===== config.mk =====
export PLATFORM = sky130hd
export DESIGN_NAME = disp_addr_seq
export DESIGN_NICKNAME = d
export VERILOG_FILES = /design/src/rtl/dap_pkg.sv /design/src/rtl/dap_gate.sv /design/src/rtl/dap_ptr.sv /design/src/rtl/disp_addr_seq.sv
export SDC_FILE = /design/constraint.sdc
export NUM_CORES = 1
export LEC_CHECK = 0
export BUFFER_PORTS_ARGS = -buffer_cell sky130_fd_sc_hd__buf_2
export CORE_AREA = 5 5 76 78
export DETAILED_ROUTE_END_ITERATION = 8
export DIE_AREA = 0 0 81 83
export PLACE_DENSITY = 0.66
export SLEW_MARGIN = 40
export SYNTH_ARGS = -nofsm -noshare
export SYNTH_HDL_FRONTEND = slang
export SYNTH_HIERARCHICAL = 1
export SYNTH_SLANG_ARGS = --single-unit

===== constraint.sdc =====
create_clock -name clk -period 3.2 [get_ports clk]
set_input_delay 0 -clock clk [delete_from_list [all_inputs] [get_ports clk]]
set_output_delay 0 -clock clk [all_outputs]
set_load 0.03 [all_outputs]

===== src/rtl/dap_pkg.sv =====
package dap_pkg;

    typedef enum logic [1:0] {
        WALK_TILE = 2'b00,
        WALK_PAIR = 2'b01,
        WALK_LIN  = 2'b10
    } walk_e;

    // Code 2'b11 has no walk of its own and is folded onto the linear order.
    function automatic walk_e decode_walk(input logic [1:0] code);
        case (code)
            2'b00:   return WALK_TILE;
            2'b01:   return WALK_PAIR;
            default: return WALK_LIN;
        endcase
    endfunction

endpackage


===== src/rtl/dap_gate.sv =====
module dap_gate #(
    parameter int SUBW = 4
) (
    input  logic [SUBW-1:0] pin_sub,
    input  logic [SUBW-1:0] cur_sub,
    input  logic            byte_stb,
    input  logic            byte_wr,
    output logic            dev_sel,
    output logic            wr_en,
    output logic            rd_valid
);
    always_comb begin
        dev_sel  = (pin_sub == cur_sub);
        wr_en    = dev_sel & byte_stb & byte_wr;
        rd_valid = dev_sel & byte_stb & ~byte_wr;
    end
endmodule


===== src/rtl/dap_ptr.sv =====
module dap_ptr
    import dap_pkg::*;
#(
    parameter int NCOL  = 40,
    parameter int NBANK = 4,
    parameter int SUBW  = 4,
    parameter int GRP   = 8,
    localparam int XW   = $clog2(NCOL),
    localparam int BW   = $clog2(NBANK)
) (
    input  logic            clk,
    input  logic            rst,
    input  logic            ld_sub,
    input  logic [SUBW-1:0] sub_val,
    input  logic            ld_x,
    input  logic [XW-1:0]   x_val,
    input  logic            ld_ram,
    input  logic [BW-1:0]   bank_val,
    input  logic [1:0]      mode_val,
    input  logic            adv,
    output logic [SUBW-1:0] sub_o,
    output logic [XW-1:0]   x_o,
    output logic [BW-1:0]   bank_o
);
    localparam logic [XW-1:0] XLAST = XW'(NCOL - 1);
    localparam logic [BW-1:0] BLAST = BW'(NBANK - 1);

    typedef struct packed {
        logic [SUBW-1:0] sub;
        logic [XW-1:0]   x;
        logic [XW-1:0]   xb;    // tiled-walk cell base
        logic [BW-1:0]   bk;    // bank, or pair base in the paired walk
        logic            ph;    // paired walk: second bank of the pair
        walk_e           walk;
    } ptr_t;

    ptr_t q, d;

    function automatic logic [BW-1:0] bank_inc(input logic [BW-1:0] b);
        return (b == BLAST) ? '0 : b + 1'b1;
    endfunction

    always_comb begin
        logic [BW:0] bsum;
        logic [XW:0] nbase;
        d     = q;
        bsum  = {1'b0, q.bk} + (BW+1)'(2);
        nbase = {1'b0, q.xb} + (XW+1)'(GRP);
        if (ld_sub || ld_x || ld_ram) begin
            d.ph = 1'b0;
            if (ld_sub) d.sub = sub_val;
            if (ld_x) begin
                d.x  = (x_val > XLAST) ? XLAST : x_val;
                d.xb = (x_val > XLAST) ? XLAST : x_val;
            end
            if (ld_ram) begin
                d.bk   = bank_val;
                d.walk = decode_walk(mode_val);
            end
        end else if (adv) begin
            case (q.walk)
                WALK_PAIR: begin
                    d.ph = ~q.ph;
                    if (q.ph) begin
                        if (q.x == XLAST) begin
                            d.x = '0;
                            if (bsum >= (BW+1)'(NBANK)) begin
                                d.bk  = BW'(bsum - (BW+1)'(NBANK));
                                d.sub = q.sub + 1'b1;
                            end else begin
                                d.bk = BW'(bsum);
                            end
                        end else begin
                            d.x = q.x + 1'b1;
                        end
                    end
                end
                WALK_TILE: begin
                    if ((q.x - q.xb) != XW'(GRP - 1) && q.x != XLAST) begin
                        d.x = q.x + 1'b1;
                    end else if (q.bk != BLAST) begin
                        d.bk = q.bk + 1'b1;
                        d.x  = q.xb;
                    end else begin
                        d.bk = '0;
                        if (nbase >= (XW+1)'(NCOL)) begin
                            d.xb  = '0;
                            d.x   = '0;
                            d.sub = q.sub + 1'b1;
                        end else begin
                            d.xb = XW'(nbase);
                            d.x  = XW'(nbase);
                        end
                    end
                end
                default: begin
                    if (q.x == XLAST) begin
                        d.x = '0;
                        if (q.bk == BLAST) begin
                            d.bk  = '0;
                            d.sub = q.sub + 1'b1;
                        end else begin
                            d.bk = q.bk + 1'b1;
                        end
                    end else begin
                        d.x = q.x + 1'b1;
                    end
                end
            endcase
        end
    end

    always_ff @(posedge clk) begin
        if (rst) begin
            q.sub  <= '0;
            q.x    <= '0;
            q.xb   <= '0;
            q.bk   <= '0;
            q.ph   <= 1'b0;
            q.walk <= WALK_LIN;
        end else begin
            q <= d;
        end
    end

    assign sub_o  = q.sub;
    assign x_o    = q.x;
    assign bank_o = (q.walk == WALK_PAIR && q.ph) ? bank_inc(q.bk) : q.bk;
endmodule


===== src/rtl/disp_addr_seq.sv =====
module disp_addr_seq #(
    parameter int NCOL  = 40,
    parameter int NBANK = 4,
    parameter int SUBW  = 4,
    parameter int GRP   = 8,
    localparam int XW   = $clog2(NCOL),
    localparam int BW   = $clog2(NBANK),
    localparam int AW   = $clog2(NCOL * NBANK)
) (
    input  logic            clk,
    input  logic            rst,
    input  logic [SUBW-1:0] pin_sub,
    input  logic            ld_sub,
    input  logic [SUBW-1:0] sub_val,
    input  logic            ld_x,
    input  logic [XW-1:0]   x_val,
    input  logic            ld_ram,
    input  logic [BW-1:0]   bank_val,
    input  logic [1:0]      mode_val,
    input  logic            byte_stb,
    input  logic            byte_wr,
    output logic [SUBW-1:0] cur_sub,
    output logic [XW-1:0]   cur_x,
    output logic [BW-1:0]   cur_bank,
    output logic [AW-1:0]   mem_addr,
    output logic            dev_sel,
    output logic            wr_en,
    output logic            rd_valid
);
    dap_ptr #(.NCOL(NCOL), .NBANK(NBANK), .SUBW(SUBW), .GRP(GRP)) u_ptr (
        .clk      (clk),
        .rst      (rst),
        .ld_sub   (ld_sub),
        .sub_val  (sub_val),
        .ld_x     (ld_x),
        .x_val    (x_val),
        .ld_ram   (ld_ram),
        .bank_val (bank_val),
        .mode_val (mode_val),
        .adv      (byte_stb),
        .sub_o    (cur_sub),
        .x_o      (cur_x),
        .bank_o   (cur_bank)
    );

    dap_gate #(.SUBW(SUBW)) u_gate (
        .pin_sub  (pin_sub),
        .cur_sub  (cur_sub),
        .byte_stb (byte_stb),
        .byte_wr  (byte_wr),
        .dev_sel  (dev_sel),
        .wr_en    (wr_en),
        .rd_valid (rd_valid)
    );

    assign mem_addr = AW'(cur_bank) * AW'(NCOL) + AW'(cur_x);
endmodule


==> impl_summary.txt <==
----------------------------------------------------
[Synthesis]
  Unique cell type count in the Yosys netlist ... 62
  Proportion of netlist area held by the largest area contributor ... 19.5%
  Register bit total from synthesis ... 21
  Most frequently used cell type in the post-synthesis netlist ... sky130_fd_sc_hd__a21oi_1
  Net count after synthesis ... around 310
  Cell accounting for the most synthesized area ... sky130_fd_sc_hd__dfxtp_1
  Share of synthesized registers carrying an async set or reset ... 0%
  Area contributors post-synth ... sky130_fd_sc_hd__dfxtp_1 20%, sky130_fd_sc_hd__ha_1 7.0%, sky130_fd_sc_hd__a21oi_1 5.6%, sky130_fd_sc_hd__buf_4 4.5%, sky130_fd_sc_hd__o21ai_0 4.4%
  Leading post-synthesis cells by instance count ... 24 x sky130_fd_sc_hd__a21oi_1, 23 x sky130_fd_sc_hd__nor2_1, 21 x sky130_fd_sc_hd__dfxtp_1
  Commonest register cell after synthesis ... sky130_fd_sc_hd__dfxtp_1
  Mapped Area ... 2150 sq um
  Post-synthesis instance total ... about 270
  Count of flip-flops with a built-in enable after synthesis ... 0
  Synthesized area per cell ... 7.86 sq um
  Seq/Total Area, Yosys ... slightly below 20%
  Warning count from the yosys run ... 6

[Setup path]
  Data required time of the worst path ... 3.39 ns
  Most frequent cell on the critical path ... sky130_fd_sc_hd__a211oi_1
  Cell family with the largest share of critical-path delay ... compound AO/OA/AOI/OAI gates
  Maximum fanout along the worst path ... 7
  Element type at the critical path end ... register
  Slowest stage cell, crit path ... sky130_fd_sc_hd__a211oi_1
  Combined buffer and inverter count along the critical path ... 1
  Startpoint-to-endpoint class of the critical path ... register to register
  Critical Path AT ... approximately 3.0 ns
  Stage delay of the slowest cell on the critical path ... approximately 0.70 ns
  Series of cell instances along the critical path ... inv_1, ha_1, fa_1, xnor2_1, o211ai_1, a2111oi_0, a211oi_1, a211oi_1, a211oi_1
  Crit start category ... register

[Timing]
  Slew at the pin closest to its max-slew limit ... 0.779 ns
  Fin. Hold Viols ... 0
  Clock Skew ... between 0.0015 and 0.002 ns
  Total negative setup slack ... 0 ns
  Highest clock rate ... 354 MHz
  Slew headroom ... 47.8%
  Final count of negative-setup-slack endpoints ... 0
  Unrepaired setup endpoints after global routing ... false
  Share of the cycle needed by the critical path after routing ... between 80 and 90%
  Post-layout min period ... 2.83 ns
  Final Max Tran Viols ... 0

[Route]
  Detailed-route via count ... 2192
  Post-route DRC ... 0
  Final routed wirelength across all metal layers ... between 5 and 6 mm
  Antenna Nets Post-Route ... 0
  Initial drt markers ... 159
  Number of iterations in the first detailed-routing pass ... 5
  Avg WL per Cell ... 15.8 um
  Average vias per placed instance ... 5.83

[Pwr]
  Cell-internal power ... 486 uW
  Switching power ... 332 uW
  Leak pwr ... 0.000997 uW
  Part of the power in combinational logic ... about 40%
  Power density over the cells ... 342 nW/um^2
  Overall power after layout ... a little over 800 uW
  Peak supply drop ... 274 uV
  Proportion of power drawn by the clock network ... a little under a quarter
  Sequential Power Share ... 38.0%
  Switching share of total power ... 40.6%

[Clock tree]
  Clock buffers created by TritonCTS ... 3
  Clock transition at the registers of the reported paths ... 0.08 ns
  Clock latency on the worst-skew pair ... 0.27 ns
  CTS root buffer ... sky130_fd_sc_hd__clkbuf_8
  CTS Buffer Depth ... 2
  Count of clock tree sinks ... 21
  CTS tree ... yes
  H-tree levels ... 1

[Global route]
  Overall global routing resource usage ... 18.0%
  Overall overflow remaining after global route ... 0
  Via count of the first global-routing pass ... between 2k and 2.5k
  Wire length of the first global-routing pass ... 9.89 mm
  Number of antenna violations at the first check in global routing ... 0
  Maximum number of pins on one net before global-route repair ... 23

[Die]
  Chip Height ... ~83 um
  Width of the chip ... between 80 and 90 um
  # rows ... 26
  Total Die Area ... slightly below 7000 sq um
  Initial Util ... a little over two fifths
  Top-level I/O count ... between 40 and 50
  Core area ... around 5000 sq um

[Layout]
  Final #Nets ... 346
  Non-Filler Instances ... 376
  Number of inserted diodes ... 0
  Fraction of layout cells with a size suffix above 1 ... about 22%
  Layout area overhead ... 11.2%

[Placement]
  Cells after DPL ... 370
  Count of input and output buffers ... 47
  Half-perimeter wire length of the detailed placement result ... 4.52 mm
  GPL Wtd Cong ... 0.881

[Job]
  Max-cap check violation count ... 0

[Min path]
  Worst hold-check path type ... input port to register

[Status]
  Run status ... finished clean

----------------------------------------------------
## final timing paths
check	slack [ns]	endpoint	cells past startpoint	start
worst max-delay path	0.37	u_ptr/q[10]	9	u_ptr/x_o[0]
worst min-delay path	0.05	u_ptr/q[1]	2	ld_ram
worst min register to register	0.50	u_ptr/q[7]	2	u_ptr/q[7]
worst max register to register	0.37	u_ptr/q[10]	9	u_ptr/x_o[0]
## placed cells by master (no fill, tap or decap), types with 3 or more instances in the layout
cell type and n:
sky130_fd_sc_hd__nor2b_1 6, sky130_fd_sc_hd__xnor2_1 4, sky130_fd_sc_hd__inv_1 10, sky130_fd_sc_hd__or3_1 4, sky130_fd_sc_hd__nand3_1 5, sky130_fd_sc_hd__a21o_1 4
sky130_fd_sc_hd__a2111oi_0 3, sky130_fd_sc_hd__buf_2 47, sky130_fd_sc_hd__nor3b_1 3, sky130_fd_sc_hd__dfxtp_1 21, sky130_fd_sc_hd__nor2_1 23, sky130_fd_sc_hd__a31oi_1 4
sky130_fd_sc_hd__a211oi_1 11, sky130_fd_sc_hd__ha_1 12, sky130_fd_sc_hd__nor3_1 11, sky130_fd_sc_hd__o211ai_1 4, sky130_fd_sc_hd__a21oi_1 24, sky130_fd_sc_hd__o21ai_0 19
sky130_fd_sc_hd__nand2_1 15, sky130_fd_sc_hd__clkbuf_8 3, sky130_fd_sc_hd__nand2b_1 4, sky130_fd_sc_hd__xor2_1 10
## timing repair
action | in CTS | in global routing
hold buffers | 2 | 0
buffers inserted | 0 | 0
hold endpoints to repair | 2 | 0
resized for setup | 0 | 0
## cell families after synthesis
kind of cell	share of synthesized area (%)
multiplexers	2.56
AO/OA/AOI/OAI	29.9
adder cells (fa/ha/maj)	8.83
flip-flops	19.5
buffers and inverters	9.53
XOR/XNOR	5.69
AND/OR/NAND/NOR	24.0
## layout make-up
class                      count  area, sq um
clock inverter                 1         5.00
sequential                    21          420
inverter                      10         37.5
fill                         537         2620
multi-input combinational    220         1530
tap                           70         87.6
timing repair buffer          51          270
clock buffer                   3         41.3
## stage by stage
stage,util (%),setup slack (ns),cell area (sq um),hold WS [ns]
global placement,46.4,0.554,2320,0.222
detailed placement,46.5,0.468,2330,0.227
floorplan,-,0.770,2150,0.122
finish,47.8,0.375,2390,0.0478
CTS,47.8,0.443,2390,0.0498
global route,47.8,0.211,2390,0.0558
## registers in the layout, summed over array words and instances (netlist names)
name and cells:
u_ptr/x_o 6, u_ptr/q 11, u_ptr/sub_o 4
## routing by layer
layer	track usage, %	wire, um
met1	24.3	2680
met2	29.7	2800
met3	3.14	398
met4	3.53	80
met5	0	0
## power by group through the flow
stage / sequential (uW) / clock (uW) / combinational [uW]
after CTS: 311 / 192 / 319
after detailed placement: 317 / 0 / 316
after floorplan: 305 / 0 / 263
after global routing: 315 / 203 / 352
after global placement: 316 / 0 / 314
final: 311 / 186 / 321
(Power assumes the default switching activity.)
